<file path="src/rtl/serial_rx_voter.sv">
module serial_rx_voter #(
  parameter int CLK_HZ = 100_000_000,
  parameter int BAUD   = 9600
) (
  input  logic       clk,
  input  logic       rst,
  input  logic       rx_pin,
  output logic [7:0] rx_byte,
  output logic       rx_valid,
  output logic       frame_err,
  output logic       sample_tick,
  output logic       rearm_tick
);
  localparam int BIT_CYC = CLK_HZ / BAUD;
  localparam int HALF    = BIT_CYC / 2;
  localparam int CW      = $clog2(BIT_CYC + 1);

  localparam logic [2:0] ST_IDLE  = 3'd0;
  localparam logic [2:0] ST_START = 3'd1;
  localparam logic [2:0] ST_DATA  = 3'd2;
  localparam logic [2:0] ST_STOP  = 3'd3;

  logic [2:0]    sync_q;
  logic [1:0]    hist_q;
  logic [2:0]    state_q;
  logic [CW-1:0] cnt_q;
  logic [2:0]    bit_q;
  logic [7:0]    shift_q;

  wire rxs    = sync_q[2];
  wire vote   = (rxs & hist_q[0]) | (rxs & hist_q[1]) | (hist_q[0] & hist_q[1]);
  wire fall   = hist_q[0] & ~rxs;
  wire tick   = (cnt_q == '0);

  always_ff @(posedge clk) begin
    if (rst) begin
      sync_q      <= 3'b111;
      hist_q      <= 2'b11;
      state_q     <= ST_IDLE;
      cnt_q       <= '0;
      bit_q       <= '0;
      shift_q     <= '0;
      rx_byte     <= '0;
      rx_valid    <= 1'b0;
      frame_err   <= 1'b0;
      sample_tick <= 1'b0;
      rearm_tick  <= 1'b0;
    end else begin
      sync_q      <= {sync_q[1:0], rx_pin};
      hist_q      <= {hist_q[0], rxs};
      rx_valid    <= 1'b0;
      frame_err   <= 1'b0;
      sample_tick <= 1'b0;
      rearm_tick  <= 1'b0;
      case (state_q)
        ST_IDLE: begin
          if (fall) begin
            state_q <= ST_START;
            cnt_q   <= CW'(HALF);
          end
        end
        ST_START: begin
          if (tick) begin
            sample_tick <= 1'b1;
            if (vote) begin
              state_q    <= ST_IDLE;
              rearm_tick <= 1'b1;
            end else begin
              state_q <= ST_DATA;
              cnt_q   <= CW'(BIT_CYC - 1);
              bit_q   <= '0;
            end
          end else begin
            cnt_q <= cnt_q - 1'b1;
          end
        end
        ST_DATA: begin
          if (tick) begin
            sample_tick <= 1'b1;
            shift_q     <= {vote, shift_q[7:1]};
            bit_q       <= bit_q + 1'b1;
            cnt_q       <= CW'(BIT_CYC - 1);
            if (bit_q == 3'd7) state_q <= ST_STOP;
          end else begin
            cnt_q <= cnt_q - 1'b1;
          end
        end
        ST_STOP: begin
          if (tick) begin
            sample_tick <= 1'b1;
            rearm_tick  <= 1'b1;
            state_q     <= ST_IDLE;
            if (vote) begin
              rx_valid <= 1'b1;
              rx_byte  <= shift_q;
            end else begin
              frame_err <= 1'b1;
            end
          end else begin
            cnt_q <= cnt_q - 1'b1;
          end
        end
        default: begin
          state_q    <= ST_IDLE;
          rearm_tick <= 1'b1;
        end
      endcase
    end
  end
endmodule


</file>
<file path="config.mk">
export PLATFORM = sky130hd
export DESIGN_NAME = serial_rx_voter
export DESIGN_NICKNAME = d
export VERILOG_FILES = /design/src/rtl/serial_rx_voter.sv
export SDC_FILE = /design/constraint.sdc
export NUM_CORES = 1
export LEC_CHECK = 0
export BUFFER_PORTS_ARGS = -buffer_cell sky130_fd_sc_hd__clkbuf_2
export CAP_MARGIN = 20
export CORE_ASPECT_RATIO = 0.8
export CORE_MARGIN = 1.5
export CORE_UTILIZATION = 27
export CTS_BUF_LIST = sky130_fd_sc_hd__clkbuf_2 sky130_fd_sc_hd__clkbuf_4 sky130_fd_sc_hd__clkbuf_8
export CTS_CLUSTER_DIAMETER = 200
export CTS_CLUSTER_SIZE = 20
export DETAILED_ROUTE_END_ITERATION = 10
export PLACE_DENSITY = 0.49
export SYNTH_ARGS = -nofsm -noshare
export SYNTH_HDL_FRONTEND = slang
export SYNTH_SLANG_ARGS = --single-unit
</file>
<file path="constraint.sdc">
create_clock -name clk -period 5.3 [get_ports clk]
set_clock_uncertainty 0.2 [all_clocks]
set_input_delay 0.795 -clock clk [delete_from_list [all_inputs] [get_ports clk]]
set_output_delay 0.795 -clock clk [all_outputs]
set_load 0.1 [all_outputs]
</file>
; After elaboration in Yosys (flattened, before gate mapping)
; Cells that the tools add are included.
[word_totals]
elab_cells = 71
reg_bits = 45
in_bits = 3
[op_classes]
n_bitwise = 10
muxes = 22
reduce_logical = 14
n_addsub = 2
eq_ne = 12
[op_table]
columns = op, n
row1 = 14-bit two-way mux, 5
row2 = 14-bit one-hot mux with 4 select lines, 1
row3 = 3-bit two-way mux, 8
row4 = 14-bit logical NOT, 1
row5 = 2-bit inequality test (second input constant), 7
row6 = 14-bit by 1-bit subtractor with 14-bit output (second input constant), 1
row7 = 3-bit one-hot mux with 4 select lines, 1
row8 = 4-bit AND reduction, 2
row9 = 3-bit by 2-bit equality test with 1-bit output (second input constant), 2
row10 = 3-bit one-hot mux with 2 select lines, 1
row11 = 2-bit OR reduction, 3
row12 = 3-bit OR reduction, 2
row13 = 5-bit AND reduction, 1
row14 = 1-bit bitwise AND, 4
row15 = 1-bit two-way mux, 4
row16 = 1-bit inverter, 4
row17 = 4-bit nonzero test, 1
row18 = 3-bit by 1-bit adder with 3-bit output (second input constant), 1
row19 = 3-bit by 1-bit equality test with 1-bit output (second input constant), 1
row20 = 3-bit equality test (second input constant), 1
row21 = 3-bit logical NOT, 1
row22 = 3-bit inequality test (second input constant), 1
row23 = 1-bit one-hot mux with 3 select lines, 1
row24 = 3-bit AND reduction, 1
row25 = other kinds (4), 5

; Logic depth before layout (Yosys ltp)
[depth]
ltp_word = 6
ltp_mapped = 9
depth_no_buf = 7

; Worst setup path before layout
; OpenSTA, ideal clock, no wires.
[synth_timing]
path_kind = register -> register
from = reg cnt_q[0]
to = reg cnt_q[5]
slack_ps = 3175
t_required_ps = 4970
stages_incl_launch_ff = 10
arrival_time_ps = 1795
synth_period_minus_slack_ps = 2125
setup_time_ps = 130
cell_sequence = dfxtp_1 inv_1 ha_1 nor3b_2 nand4_2 buf_4 o21a_1 buf_6 a21oi_1 nor3_1
[synth_between]
elab_chain_cells = 3
[synth_rtl]
columns = item, line_no
row1 = "start, declared", 26  ; logic [CW-1:0] cnt_q;
row2 = "start signal, assigned", 59  ; cnt_q <= CW'(HALF);
row3 = "start signal, assigned", 70  ; cnt_q <= CW'(BIT_CYC - 1);
row4 = "start signal, assigned", 74  ; cnt_q <= cnt_q - 1'b1;
row5 = 14-bit by 1-bit subtractor with 14-bit output or 14-bit logical NOT (tied branches), n/a
row6 = "14-bit two-way mux, or another cell as far along", 89  ; if (tick) begin
row7 = 14-bit one-hot mux with 4 select lines or 4-bit AND reduction (tied branches), n/a
; Parallel ways exist; a longest one is shown, timed or not. The select of a mux whose other input is x is not followed.
; A chain may end at the register's enable or synchronous reset.

; Worst setup path after layout
[layout_timing]
from = reg cnt_q[0]
to = reg cnt_q[12]
; Same word-level chain as after synthesis.

==> summary by stage <==
Placed design
The post-detailed-placement half-perimeter wirelength is 3.06 mm. Port buffering added 14 buffers. The placer's final routability congestion estimate is 0.742.

The post-place instance area is around 2200 µm². After detailed placement, the design holds a cell count of 359. Prior to clock tree synthesis, the placed netlist has a worst setup slack of 2.28 ns.

Setup path
The worst register-to-register path begins at cnt_q[0]. The data arrival time of the worst path is 3.13 ns. Tracing the worst setup path back leads to its startpoint at cnt_q[0]. The category of the worst setup path capture point is a register. The worst setup path is launched from a register. The critical path data required time is roughly 5.3 ns. In this run the worst path has a maximum fanout of 13. The critical path is of the reg -> reg type.

Timing
The final period demand of the worst path is 3.12 ns. Setup repair after global routing left no endpoint under its margin. The final critical-path share of the clock period is 58.8%. The upper clock frequency limit is 321 MHz. The worst setup slack after layout is 2.18 ns. The slew at the pin with the worst max-slew slack is between 0.9 and 1 ns. The setup TNS is 0 ns. Setup violations remaining at the end of the flow were counted as 0. The count of final max-slew check failures was 0.

The relative slew slack is between 30% and 40%. The number of hold-slack violations in the final timing report is 0.

Finish
The post-route netlist has ~14% of its cells at a drive strength greater than 1. The post-route cell area is ~2400 µm². After filler insertion, the fill cell instance count of the layout stands at approximately 810. From synthesis to final layout, the design area changed by 11.3%. The finished layout holds 367 standard cells, fillers aside.

The number of antenna diodes in the final layout is 0. At the end of the flow, the number of nets in the layout was between 200 and 300.

Clock network
Buffers added to address setup during post-CTS repair amount to 0. CTS built an H-tree with a depth of 2. No sink is reached through more buffers than the 2 on the longest clock path. The tree built by TritonCTS fans out to 44 sinks. The number of cells upsized or downsized after cts is 0. The TritonCTS clock tree is yes. The TritonCTS buffer count is 5.

CTS placed an instance of sky130_fd_sc_hd__clkbuf_8 at the clock tree root. The clock-pin transition on the worst setup and hold timing paths is about 0.09 ns. The number of buffers inserted by hold repair at cts is 0. The insertion delay of the later-clocked pin in the worst-skew pair is approximately 0.30 ns.

Drt
For this run, design rule violations remaining after detail routing come to 0. The number of violations reported at the end of detailed-routing iteration 0 is a little under 90. The total wirelength of the detailed-routed design is approximately 4.8 mm. The vias after detailed routing is 1783.

The remaining antenna violation count is 0. The pre-antenna-repair detailed-routing pass consisted of 4 iterations. In the routed layout, each cell is associated on average with a via count of between 4 and 5. After detailed routing, the average wire length per cell comes to 12.9 µm.

Yosys
The sequential-to-total area share from yosys stat is about two fifths. In the synthesized netlist, the number of instances is about 260. In this run, synthesis produced a sequential element count of 44.

The synthesis warning total is 0. The number of distinct library cells after synthesis is 40. The total standard cell area after synthesis is around 2100 µm².

The number of nets produced by synthesis is around 270. The average footprint of a synthesized cell is 8.27 µm².

Hold path
The worst hold path startpoint is sync_q[1]. The class of the tightest hold or removal check is reg -> reg.

Global routing
The total global routing track utilization is between 10% and 20%. After global routing the overflow that remains totals 0. The number of global-route vias before repair was approximately 1500. The initial antenna violation count came to 0. The maximum number of pins on one net before global-route repair is 46.

The first global-routing pass estimated approximately 7.7 mm of wire.

Status
The flow ran to the end, and the final reports show no timing, DRC or antenna violations.

Die
The starting density of the core is around 28%. The height of the die is slightly above 80 µm. The width of the chip is approximately 100 µm. Pin placement for this block handled 15 I/O pins. The area of the die is 8380 µm². The total core area is between 7000 and 8000 µm². The floorplan has 28 rows.

Pwr
Across the VDD grid, the largest voltage drop is between 0.2 and 0.3 mV. The power density over the cells is ~620 nW/µm². The net switching fraction of the power is 48.8%. Summed over all cells, the static leakage comes to 0.833 nW. The relative contribution of the clock network to total power is between 10% and 20%. The power dissipated by switching net loads is between 0.7 and 0.8 mW.

The register share of total power is approximately 30%. The internal power of the cells totals around 0.75 mW. The share of total power in combinational logic is between 50% and 60%.

Run
The reported max-cap violation count is 0.
## layer usage
metal	global-route usage (%)	up-vias	share of wire, %
met5	0	-	0
met4	4.66	0	1.2
met3	3.03	5	4.7
met2	16.3	32	40
met1	17.6	826	54
li1	-	920	-
## Yosys cell counts
cell type                   instances  area share (%)
sky130_fd_sc_hd__nand2b_1           3            0.89
sky130_fd_sc_hd__nor3_1            13             3.1
sky130_fd_sc_hd__o21ai_1            2            0.47
sky130_fd_sc_hd__a2111oi_0          1            0.41
sky130_fd_sc_hd__ha_1               7             4.1
sky130_fd_sc_hd__buf_6              1            0.53
sky130_fd_sc_hd__nor4_2             2             1.2
sky130_fd_sc_hd__nand4_2            1            0.59
sky130_fd_sc_hd__clkbuf_1          11             2.0
sky130_fd_sc_hd__o21ai_0           14             3.3
sky130_fd_sc_hd__dfxtp_1           44              42
sky130_fd_sc_hd__a21oi_1           36             8.5
sky130_fd_sc_hd__o211ai_1           1            0.35
sky130_fd_sc_hd__o31ai_1            1            0.35
sky130_fd_sc_hd__a31oi_1            2            0.59
sky130_fd_sc_hd__nor4_4             1             1.0
sky130_fd_sc_hd__nor4b_1            1            0.41
sky130_fd_sc_hd__and3_1             1            0.30
sky130_fd_sc_hd__a211o_1            1            0.41
sky130_fd_sc_hd__or2_2              8             2.4
sky130_fd_sc_hd__and4_1             1            0.41
sky130_fd_sc_hd__nor2_1            28             5.0
sky130_fd_sc_hd__nand3_1            9             2.1
sky130_fd_sc_hd__nand4_1            4             1.2
sky130_fd_sc_hd__nand2_1           26             4.6
sky130_fd_sc_hd__a22o_1             1            0.41
sky130_fd_sc_hd__inv_1              6             1.1
sky130_fd_sc_hd__maj3_1             1            0.47
sky130_fd_sc_hd__or4b_2             1            0.47
sky130_fd_sc_hd__mux2i_1            9             4.3
sky130_fd_sc_hd__o21a_1             2            0.71
sky130_fd_sc_hd__buf_4              2            0.71
sky130_fd_sc_hd__nor3b_2            1            0.59
sky130_fd_sc_hd__nor2_8             1            0.95
sky130_fd_sc_hd__nor3b_1            1            0.35
sky130_fd_sc_hd__a41o_1             2            0.95
sky130_fd_sc_hd__buf_2              2            0.47
sky130_fd_sc_hd__or4_1              2            0.71
sky130_fd_sc_hd__nand4b_1           3             1.2
sky130_fd_sc_hd__nor4_1             3            0.89
## path summary, 6_finish.rpt
check | endpoint | slack [ns] | depth (start not counted)
worst max register to register | cnt_q[12] | 2.18 | 7
worst max-delay path | cnt_q[12] | 2.18 | 7
worst min-delay path | sync_q[2] | 0.22 | 1
worst min register to register | sync_q[2] | 0.22 | 1
## power groups by stage
| stage | logic [mW] | registers, mW | clock network [mW] |
|---|---|---|---|
| after floorplan | 0.646 | 0.455 | 0 |
| after global placement | 0.759 | 0.445 | 0 |
| after detailed placement | 0.754 | 0.445 | 0 |
| after CTS | 0.759 | 0.438 | 0.279 |
| after global routing | 0.850 | 0.448 | 0.289 |
| final | 0.765 | 0.438 | 0.266 |
## through the flow
| stage | total power, mW | hold WS (ns) | util [%] |
|---|---|---|---|
| after global placement | 1.20 | 0.200 | 29.9 |
| after global routing | 1.59 | 0.226 | 31.4 |
| after detailed placement | 1.20 | 0.194 | 29.9 |
| after CTS | 1.48 | 0.219 | 31.4 |
| final | 1.47 | 0.216 | 31.4 |
| after floorplan | 1.10 | 0.189 | - |
## cell usage in the layout, fill, tap and decap left out, drive strengths merged, types with 2 or more instances in the layout
cell type  netlist  final
nand4b           3      3
clkbuf          11     19
a31oi            2      2
or2              8      8
ha               7      7
nand3            9      9
mux2i            9      9
or4              2      2
o21a             2      2
nor3b            2      2
nor3            13     13
nand2           26     26
nand2b           3      3
nand4            5      5
nor2            29     29
a41o             2      2
nor4             6      6
a21oi           36     36
inv              6      7
dfxtp           44     44
o21ai           16     16
## critical path: stages (launching register included)
cell                      delay (ns)
sky130_fd_sc_hd__dfxtp_1        0.35
sky130_fd_sc_hd__inv_1          0.06
sky130_fd_sc_hd__ha_1           0.19
sky130_fd_sc_hd__nor3b_2        0.49
sky130_fd_sc_hd__nand4_2        0.44
sky130_fd_sc_hd__o21ai_1        0.89
sky130_fd_sc_hd__o21ai_0        0.22
sky130_fd_sc_hd__a21oi_1        0.18
## flip-flops by register name, summed over array words and instances, names as in the netlist
register	flops
sync_q	3
cnt_q	14
bit_q	3
rx_byte	8
sample_tick	1
hist_q	2
state_q	2
rx_valid	1
shift_q	8
frame_err	1
rearm_tick	1
## cell families after synthesis
logic type / count (synthesis) / share of synthesized area [%]
adder cells (fa/ha/maj): 8 / 4.61
flip-flops: 44 / 41.6
buffers and inverters: 22 / 4.73
multiplexers: 9 / 4.26
AND/OR/NAND/NOR: 110 / 28.3
AO/OA/AOI/OAI: 63 / 16.5
## area by class of cell
type | count | area (µm²) | area share, %
clock inverter | 3 | 46.3 | 1.96
multi-input combinational | 190 | 1140 | 48.2
timing repair buffer | 14 | 70.1 | 2.97
inverter | 6 | 22.5 | 0.956
tap | 105 | 131 | 5.58
sequential | 44 | 881 | 37.4
clock buffer | 5 | 68.8 | 2.92
No activity file was read; power rests on OpenSTA's default activity.
